File: src/rtl/mru_plru_pkg.sv
package mru_plru_pkg;

    localparam int RND_W = 16;
    localparam logic [RND_W-1:0] RND_SEED = 16'hACE1;

    // Fibonacci feedback for x^16 + x^14 + x^13 + x^11 + 1
    function automatic logic [RND_W-1:0] rnd_step(input logic [RND_W-1:0] cur);
        return {cur[RND_W-2:0], cur[15] ^ cur[13] ^ cur[12] ^ cur[10]};
    endfunction

endpackage

File: src/rtl/mru_rnd_gen.sv
module mru_rnd_gen
    import mru_plru_pkg::*;
#(
    parameter logic [RND_W-1:0] SEED = RND_SEED
) (
    input  logic             clk,
    input  logic             rst_n,
    output logic [RND_W-1:0] rnd_q
);

    typedef struct packed {
        logic [RND_W-1:0] val;
    } rnd_state_t;

    rnd_state_t st_d, st_q;

    always_comb begin
        st_d     = st_q;
        st_d.val = rnd_step(st_q.val);
    end

    always_ff @(posedge clk or negedge rst_n) begin
        if (!rst_n) begin
            st_q.val <= SEED;
        end else begin
            st_q <= st_d;
        end
    end

    assign rnd_q = st_q.val;

endmodule

File: src/rtl/mru_row_update.sv
module mru_row_update #(
    parameter int WAYS  = 4,
    parameter int WAY_W = $clog2(WAYS)
) (
    input  logic [WAYS-1:0]  row_i,
    input  logic [WAY_W-1:0] way_i,
    output logic [WAYS-1:0]  row_o
);

    logic [WAYS-1:0] hot;
    logic [WAYS-1:0] merged;

    always_comb begin
        hot    = '0;
        hot[way_i] = 1'b1;
        merged = row_i | hot;
        if (&merged) begin
            row_o = hot;
        end else begin
            row_o = merged;
        end
    end

endmodule

File: src/rtl/mru_victim_pick.sv
module mru_victim_pick #(
    parameter int WAYS  = 4,
    parameter int WAY_W = $clog2(WAYS)
) (
    input  logic [WAYS-1:0]  row_i,
    input  logic [WAY_W-1:0] start_i,
    output logic [WAY_W-1:0] way_o
);

    // Each candidate is the start way plus an offset, wrapping modulo WAYS.
    logic [WAYS-1:0][WAY_W-1:0] cand;
    logic [WAYS-1:0]            free;

    for (genvar g = 0; g < WAYS; g++) begin : g_cand
        assign cand[g] = start_i + WAY_W'(g);
        assign free[g] = ~row_i[cand[g]];
    end

    always_comb begin
        way_o = start_i;
        for (int k = WAYS - 1; k >= 0; k--) begin
            if (free[k]) begin
                way_o = cand[k];
            end
        end
    end

endmodule

File: src/rtl/mru_plru_repl.sv
module mru_plru_repl
    import mru_plru_pkg::*;
#(
    parameter int SETS = 64,
    parameter int WAYS = 4
) (
    input  logic                    clk,
    input  logic                    rst_n,
    input  logic                    acc_valid,
    input  logic [$clog2(SETS)-1:0] acc_set,
    input  logic [$clog2(WAYS)-1:0] acc_way,
    input  logic [$clog2(SETS)-1:0] vq_set,
    output logic [$clog2(WAYS)-1:0] vq_way
);

    localparam int SET_W = $clog2(SETS);
    localparam int WAY_W = $clog2(WAYS);

    typedef struct packed {
        logic [SETS-1:0][WAYS-1:0] bits;
    } repl_state_t;

    repl_state_t st_d, st_q;

    logic [WAYS-1:0]     acc_row;
    logic [WAYS-1:0]     acc_row_nxt;
    logic [WAYS-1:0]     vq_row;
    logic [RND_W-1:0]    rnd_q;
    logic [SETS*WAYS-1:0] state_flat;

    mru_rnd_gen #(
        .SEED (RND_SEED)
    ) u_rnd (
        .clk   (clk),
        .rst_n (rst_n),
        .rnd_q (rnd_q)
    );

    assign acc_row = st_q.bits[acc_set];
    assign vq_row  = st_q.bits[vq_set];

    mru_row_update #(
        .WAYS  (WAYS),
        .WAY_W (WAY_W)
    ) u_upd (
        .row_i (acc_row),
        .way_i (acc_way),
        .row_o (acc_row_nxt)
    );

    mru_victim_pick #(
        .WAYS  (WAYS),
        .WAY_W (WAY_W)
    ) u_pick (
        .row_i   (vq_row),
        .start_i (rnd_q[WAY_W-1:0]),
        .way_o   (vq_way)
    );

    always_comb begin
        st_d = st_q;
        if (acc_valid) begin
            st_d.bits[acc_set] = acc_row_nxt;
        end
    end

    always_ff @(posedge clk or negedge rst_n) begin
        if (!rst_n) begin
            st_q <= '0;
        end else begin
            st_q <= st_d;
        end
    end

    assign state_flat = st_q.bits;

endmodule

File: config.mk
export PLATFORM = sky130hd
export DESIGN_NAME = mru_plru_repl
export DESIGN_NICKNAME = d
export VERILOG_FILES = /design/src/rtl/mru_plru_pkg.sv /design/src/rtl/mru_rnd_gen.sv /design/src/rtl/mru_row_update.sv /design/src/rtl/mru_victim_pick.sv /design/src/rtl/mru_plru_repl.sv
export SDC_FILE = /design/constraint.sdc
export NUM_CORES = 1
export LEC_CHECK = 0
export BUFFER_PORTS_ARGS = -buffer_cell sky130_fd_sc_hd__buf_2
export CAP_MARGIN = 20
export CORE_ASPECT_RATIO = 0.6
export CORE_MARGIN = 2
export CORE_UTILIZATION = 64
export DETAILED_ROUTE_END_ITERATION = 12
export PLACE_DENSITY = 0.84
export SYNTH_ARGS = -nofsm -noshare
export SYNTH_HDL_FRONTEND = slang
export SYNTH_SLANG_ARGS = --single-unit
File: constraint.sdc
create_clock -name clk -period 3.8 [get_ports clk]
set_clock_uncertainty 0.05 [all_clocks]
set_input_delay 0.38 -clock clk [delete_from_list [all_inputs] [get_ports clk]]
set_output_delay 0.38 -clock clk [all_outputs]
set_load 0.03 [all_outputs]
== After elaboration in Yosys (flattened, before gate mapping) ==
Index checks and enable logic that the tools add are counted.
Cells by class
  reductions and logical operators: 3
  order comparisons: 9
  mux-type cells: 22
  bitwise operators: 4
  $add $sub $neg: 3
Operators with widths (count)
  bitwise mux 256 bit: 1
  binary-select mux 4 bit (select 6 bit): 2
  demux 4 bit (select 6 bit): 1
  two-way mux 4 bit: 4
  < comparator 2 x 3 -> 1 bit, second input constant: 5
  < comparator 6 x 7 -> 1 bit, second input constant: 2
  binary-select mux 1 bit (select 2 bit): 4
  two-way mux 2 bit: 4
  greater-or-equal comparator 6 x 1 -> 1 bit, second input constant: 1
  two-way mux 1 bit: 5
  adder 2 bit, second input constant: 2
  bitwise OR 4 bit: 1
  AND reduction 4 bit: 1
  bitwise XOR 1 bit: 3
  adder 2 x 1 -> 2 bit, second input constant: 1
  demux 1 bit (select 2 bit): 1
  greater-or-equal comparator 2 x 1 -> 1 bit, second input constant: 1
  logical AND 1 bit: 2
Storage, ports and cells
  register bits: 272
  output and inout bits: 2
  word-level logic and storage cells: 106
  input port bits: 17

== Longest topological paths before layout ==
  word-level depth: 8
  mapped depth: 14

== By module ==
From an unflattened synthesis, not the netlist that was laid out.
Second synthesis, totals
  cell total of the unflattened synthesis: 1127
  area, all modules: 15128.3 um^2
By module, submodules not included
  mru_plru_repl: area each 14385.0 um^2, instances 1, seq. area each 6406.1 um^2, cells each 1062
  mru_rnd_gen: area each 549.3 um^2, instances 1, seq. area each 410.4 um^2, cells each 34
  mru_row_update: area each 117.6 um^2, instances 1, seq. area each 0.0 um^2, cells each 18
  mru_victim_pick: area each 76.3 um^2, instances 1, seq. area each 0.0 um^2, cells each 13

== Worst setup path after synthesis ==
OpenSTA, ideal clock, no wires.
  path kind: input to output
  start: in vq_set[1]
  end: out vq_way[0]
  stages: 10
  arrival time: 2969 ps
  data required time: 3370 ps
  path slack: 401 ps
  buffers on the path: 3
  path through: clkbuf_1 > clkbuf_1 > buf_2 > mux4_2 > a22oi_1 > a21oi_1 > nor4_1 > nor2_1 > o21ai_0 > o211a_1
On the way
  word-level cells in the longest chain between the ends: 8
  elaborated cells between the ends (all ways): 14
  those cells by class: mux (14)
RTL lines
  start, declared: line mru_plru_repl.sv:12  | input logic [$clog2(SETS)-1:0] vq_set,
  binary-select mux 4 bit (select 6 bit) (*): line mru_plru_repl.sv:40  | assign vq_row = st_q.bits[vq_set];
  two-way mux 4 bit (not written as such) (*): line mru_plru_repl.sv:40
  binary-select mux 1 bit (select 2 bit): line mru_victim_pick.sv:16  | assign free[g] = ~row_i[cand[g]];
  two-way mux 1 bit (not written as such): line mru_victim_pick.sv:16
  two-way mux 2 bit (3 in series): line mru_victim_pick.sv:22  | if (free[k]) begin
  two-way mux 2 bit (*): line mru_victim_pick.sv:22
  end, declared: line mru_plru_repl.sv:13  | output logic [$clog2(WAYS)-1:0] vq_way
Mark *: on every way between the ends. The rest lies on a longest branch, timed or not. The select of a mux whose other input is x is not followed.

== Worst setup path after layout ==
  start: reg st_q[124] in the netlist's numbering
  end: out vq_way[1]
On the way
  word-level cells in the longest chain between the ends: 8
  elaborated cells between the ends (all ways): 14
  those cells by class: mux (14)
RTL lines
  start, declared: line mru_plru_repl.sv:23  | repl_state_t st_d, st_q;
  start signal, assigned: line mru_plru_repl.sv:71  | st_q <= st_d;
  binary-select mux 4 bit (select 6 bit) (*): line mru_plru_repl.sv:40
  two-way mux 4 bit (not written as such) (*): line mru_plru_repl.sv:40
  binary-select mux 1 bit (select 2 bit): line mru_victim_pick.sv:16
  two-way mux 1 bit (not written as such): line mru_victim_pick.sv:16
  two-way mux 2 bit (3 in series): line mru_victim_pick.sv:22
  two-way mux 2 bit (*): line mru_victim_pick.sv:22
Marks and branches as above.

==> impl.org <==
** Floorplan
- Core Rows :: 42
- Die Wd :: about 200 um
- The floorplan step defined a die boundary enclosing 24300 um2.
- The core region is ~22000 um2.
- Initial Utilization :: between 60% and 70%
- Pin placement for this block handled 19 I/O pins.
- Measured along the y axis, the die boundary spans 122 um.

** Min path
- Hold WC Path Type :: reg -> reg

** CTS
- Post-CTS timing repair inserted 0 buffers for setup.
- TritonCTS built the clock tree.
- In this run the number of H-tree levels came out at 1.
- Buffers from clock root to sink, at most :: 3
- Clk pin slew, worst setup/hold paths :: about 70 ps
- Clock latency on the worst-skew pair, taken at its later pin, is 560 ps.
- Clk sink count :: around 270
- Buffer type at the clock tree root :: clkbuf_16
- Buffers inserted during clock tree synthesis total 26.

** Power
- Overall power of the completed layout :: between 7 and 8 mW
- Static power due to leakage :: 7.24 nW
- Worst-case vdd ir drop :: between 0.3 and 0.4 mV
- Dividing total power by cell area gives a power density of about 480 nW/um2.

** Cells and area
- Final core utilization :: about three quarters
- The count of cells in the finished layout, fillers not included, comes to roughly 1600.
- With fillers left out, the area of the finished cells amounts to around 16000 um2.
- Fraction of layout instances using a drive strength above 1 :: 29.2%
- In the final design database the tool counted 1292 nets.
- Number of filler cells placed in the layout :: between 1000 and 1500
- Diodes inserted :: 0
- From synthesis to final layout, the design area changed by 11.4%.

** Synthesis
- Yosys attributes the largest share of cell area to dfrtp_1 45%, mux4_2 14%, mux2_2 10%, nand2_1 5.6%, mux2i_1 4.1%.
- In this run the cell area of the synthesized design comes to between 10000 and 15000 um2.
- For this run, the leading register cell type out of synthesis is dfrtp_1.
- Synthesis produced a netlist whose cell count is ~1200.
- The Yosys step of the flow raised 0 warnings.
- Synthesized Nets :: approximately 1300
- Summed over its instances, the top area cell type makes up about 45% of the synthesized netlist area.
- Netlist cell types :: 65
- Synth area leader :: dfrtp_1
- Number of register bits inferred by synthesis :: ~270
- In the synthesized netlist the async set-or-reset flop fraction comes to between 90% and 100%.
- Counting flops with a built-in enable in the synthesized netlist gives 0.
- Synthesized area per cell :: around 12 um2
- Share of synthesized area occupied by flip-flops and latches :: between 40% and 50%

** GRT
- The first global-routing pass estimated between 60000 and 70000 um of wire.
- Global routing finished with a remaining overflow of 0.
- Global routing used a little under two fifths of the available tracks.
- Initial antenna violation count :: 0
- Vias in the first global route :: roughly 11000
- Pin count of the biggest net entering global routing :: ~110

** Placed design
- Placed Cells incl. Taps :: approximately 1600
- HPWL after detailed placement :: 30600 um
- The placed instances occupy a cell area of between 15000 and 20000 um2.
- The count of buffers added on input and output ports is 18.
- Post-Place Setup Slack :: 200 ps
- Placer congestion estimate :: slightly above 1

** Timing
- Slew HR :: between 30% and 40%
- The number of max-slew violations in the final report was 0.
- Final hold slack :: ~300 ps
- Setup violations remaining at the end of the flow were counted as 0.
- Setup repair after global routing left no endpoint under its margin.
- Max Fclk :: between 200 and 300 MHz
- After layout, the worst path uses between 90 and 100% of the clock period.
- Once routing completed, OpenROAD measured the worst setup slack at between 200 and 300 ps.
- Final TNS setup :: 0 ps
- After layout, the minimum clock period comes to approximately 3500 ps.
- For the pin with the worst max-slew slack, the measured transition is ~900 ps.
- Final Hold Vio Count :: 0

** Drt
- Number of nets with antenna violations after detailed routing :: 0
- After detailed routing, the number of vias per cell comes to between 7 and 8.
- Sum of routed wire length over all layers :: between 40000 and 50000 um
- Average wire per standard cell :: about 27 um
- Total via count in the routed design :: roughly 11000
- For this run, the detailed router's first-pass iteration total came to 9.
- Iter 0 DRT Violations :: around 1600
- For this run, design rule violations remaining after detail routing come to 0.

** Setup path
- STA classifies the critical path startpoint as a register.
- STA classifies the critical path endpoint as an output port.
- Data on the critical path arrives at its endpoint at 3110 ps.
- Kind of critical path :: reg -> out
- Largest fanout on the critical path :: 3
- For the worst setup path, the data required time is between 3000 and 4000 ps.

** Run status
- The flow ran to the end, and the final reports show no timing, DRC or antenna violations.

** Flow run
- Number of maximum-capacitance violations :: 0
[metal layers]
metal	wire (um)	up-vias	share of wire [%]	GRT usage [%]
met4	1490	0	3.4	11.4
met1	17000	5617	39	54.3
met5	0	-	0	1.03
met3	7020	141	16	16.2
met2	18100	875	41	52.9
li1	-	4702	-	-
[state kept, by name (all words and copies together) (netlist names)]
signal	cells
st_q	256
u_rnd.rnd_q	16
[synth_stat cells (all sizes together) (2+ instances only)]
master   count
a2111oi      2
a211o        4
a211oi       7
a21boi       3
a21o         2
a21oi       16
a221o        5
a221oi       9
a222oi       2
a22oi       16
a2bb2oi      2
a41oi        2
and2         3
and3         3
and3b       12
buf         57
clkbuf      29
clkinv       2
dfrtp      264
dfstp        8
inv          7
mux2       139
mux2i       60
mux4        93
nand2      219
nand2b      17
nand3       14
nand3b       8
nand4        2
nor2        24
nor2b        8
nor3         8
nor3b        5
nor4         3
o211a        4
o21ai      140
o22a         2
o22ai       10
o2bb2ai     12
o31ai        3
or3          4
or3b         2
xnor2        2
[report_power, final]
| group | switching [mW] | leakage, nW | total, mW | internal, mW |
|---|---|---|---|---|
| clock | 1.21 | 0.477 | 3.00 | 1.79 |
| sequential | 0.275 | 3.67 | 3.48 | 3.21 |
| combinational | 0.737 | 3.10 | 1.36 | 0.624 |
| total | 2.22 | 7.24 | 7.84 | 5.62 |
[worst max-delay path, stage by stage (launching register included)]
cell and delay (ps):
dfrtp_1 420, mux4_2 480, mux4_2 530, o221a_2 290, a32o_1 260, nor2_1 140
inv_1 50, a41o_1 210, buf_2 170
[cell type report]
type / instances / area [um2] / share of cell area (%)
clock inverters: 17 / 259 / 1.58
flip-flops and latches: 272 / 6820 / 41.5
inverters: 9 / 33.8 / 0.206
clock buffers: 31 / 731 / 4.45
repair buffers: 87 / 767 / 4.67
multi-input cells: 879 / 7420 / 45.2
well taps: 308 / 385 / 2.35
[cell usage in the layout, fill, tap and decap left out, types with 24 or more instances in the layout]
cell type,instances
nand2_1,219
clkbuf_16,27
mux2_2,133
o21ai_0,72
dfrtp_1,264
mux4_2,93
o21ai_1,68
mux2i_1,60
buf_4,58
nor2_1,24
[path summary, 6_finish.rpt]
check	start	to	slack [ps]	cells after the start
min	u_rnd.rnd_q[2]	u_rnd.rnd_q[3]	300	0
max reg2reg	st_q[202]	st_q[201]	780	9
min reg2reg	u_rnd.rnd_q[2]	u_rnd.rnd_q[3]	300	0
min in group asynchronous	rst_n	st_q[157]	410	2
max in group asynchronous	rst_n	u_rnd.rnd_q[13]	2310	3
max	st_q[124]	vq_way[1]	260	8
[cell families (layout without fill, tap and decap cells)]
group / Yosys count / count (layout) / synth area share [%]
and+or+nand+nor: 335 / 335 / 10.3
muxes: 292 / 292 / 28.9
AOI/OAI and AO/OA: 249 / 249 / 10.8
xor gates and xnor gates: 3 / 3 / 0.178
DFF: 272 / 272 / 46.3
buffers and inverters: 95 / 144 / 3.51
[timing repair]
| item | CTS | global route |
|---|---|---|
| hold buffers | 1 | 0 |
| resized for setup | 0 | 1 |
| hold endpoints to repair | 107 | 0 |
| endpoints found under the setup margin | 0 | 1 |
No activity file was read; power rests on OpenSTA's default activity.
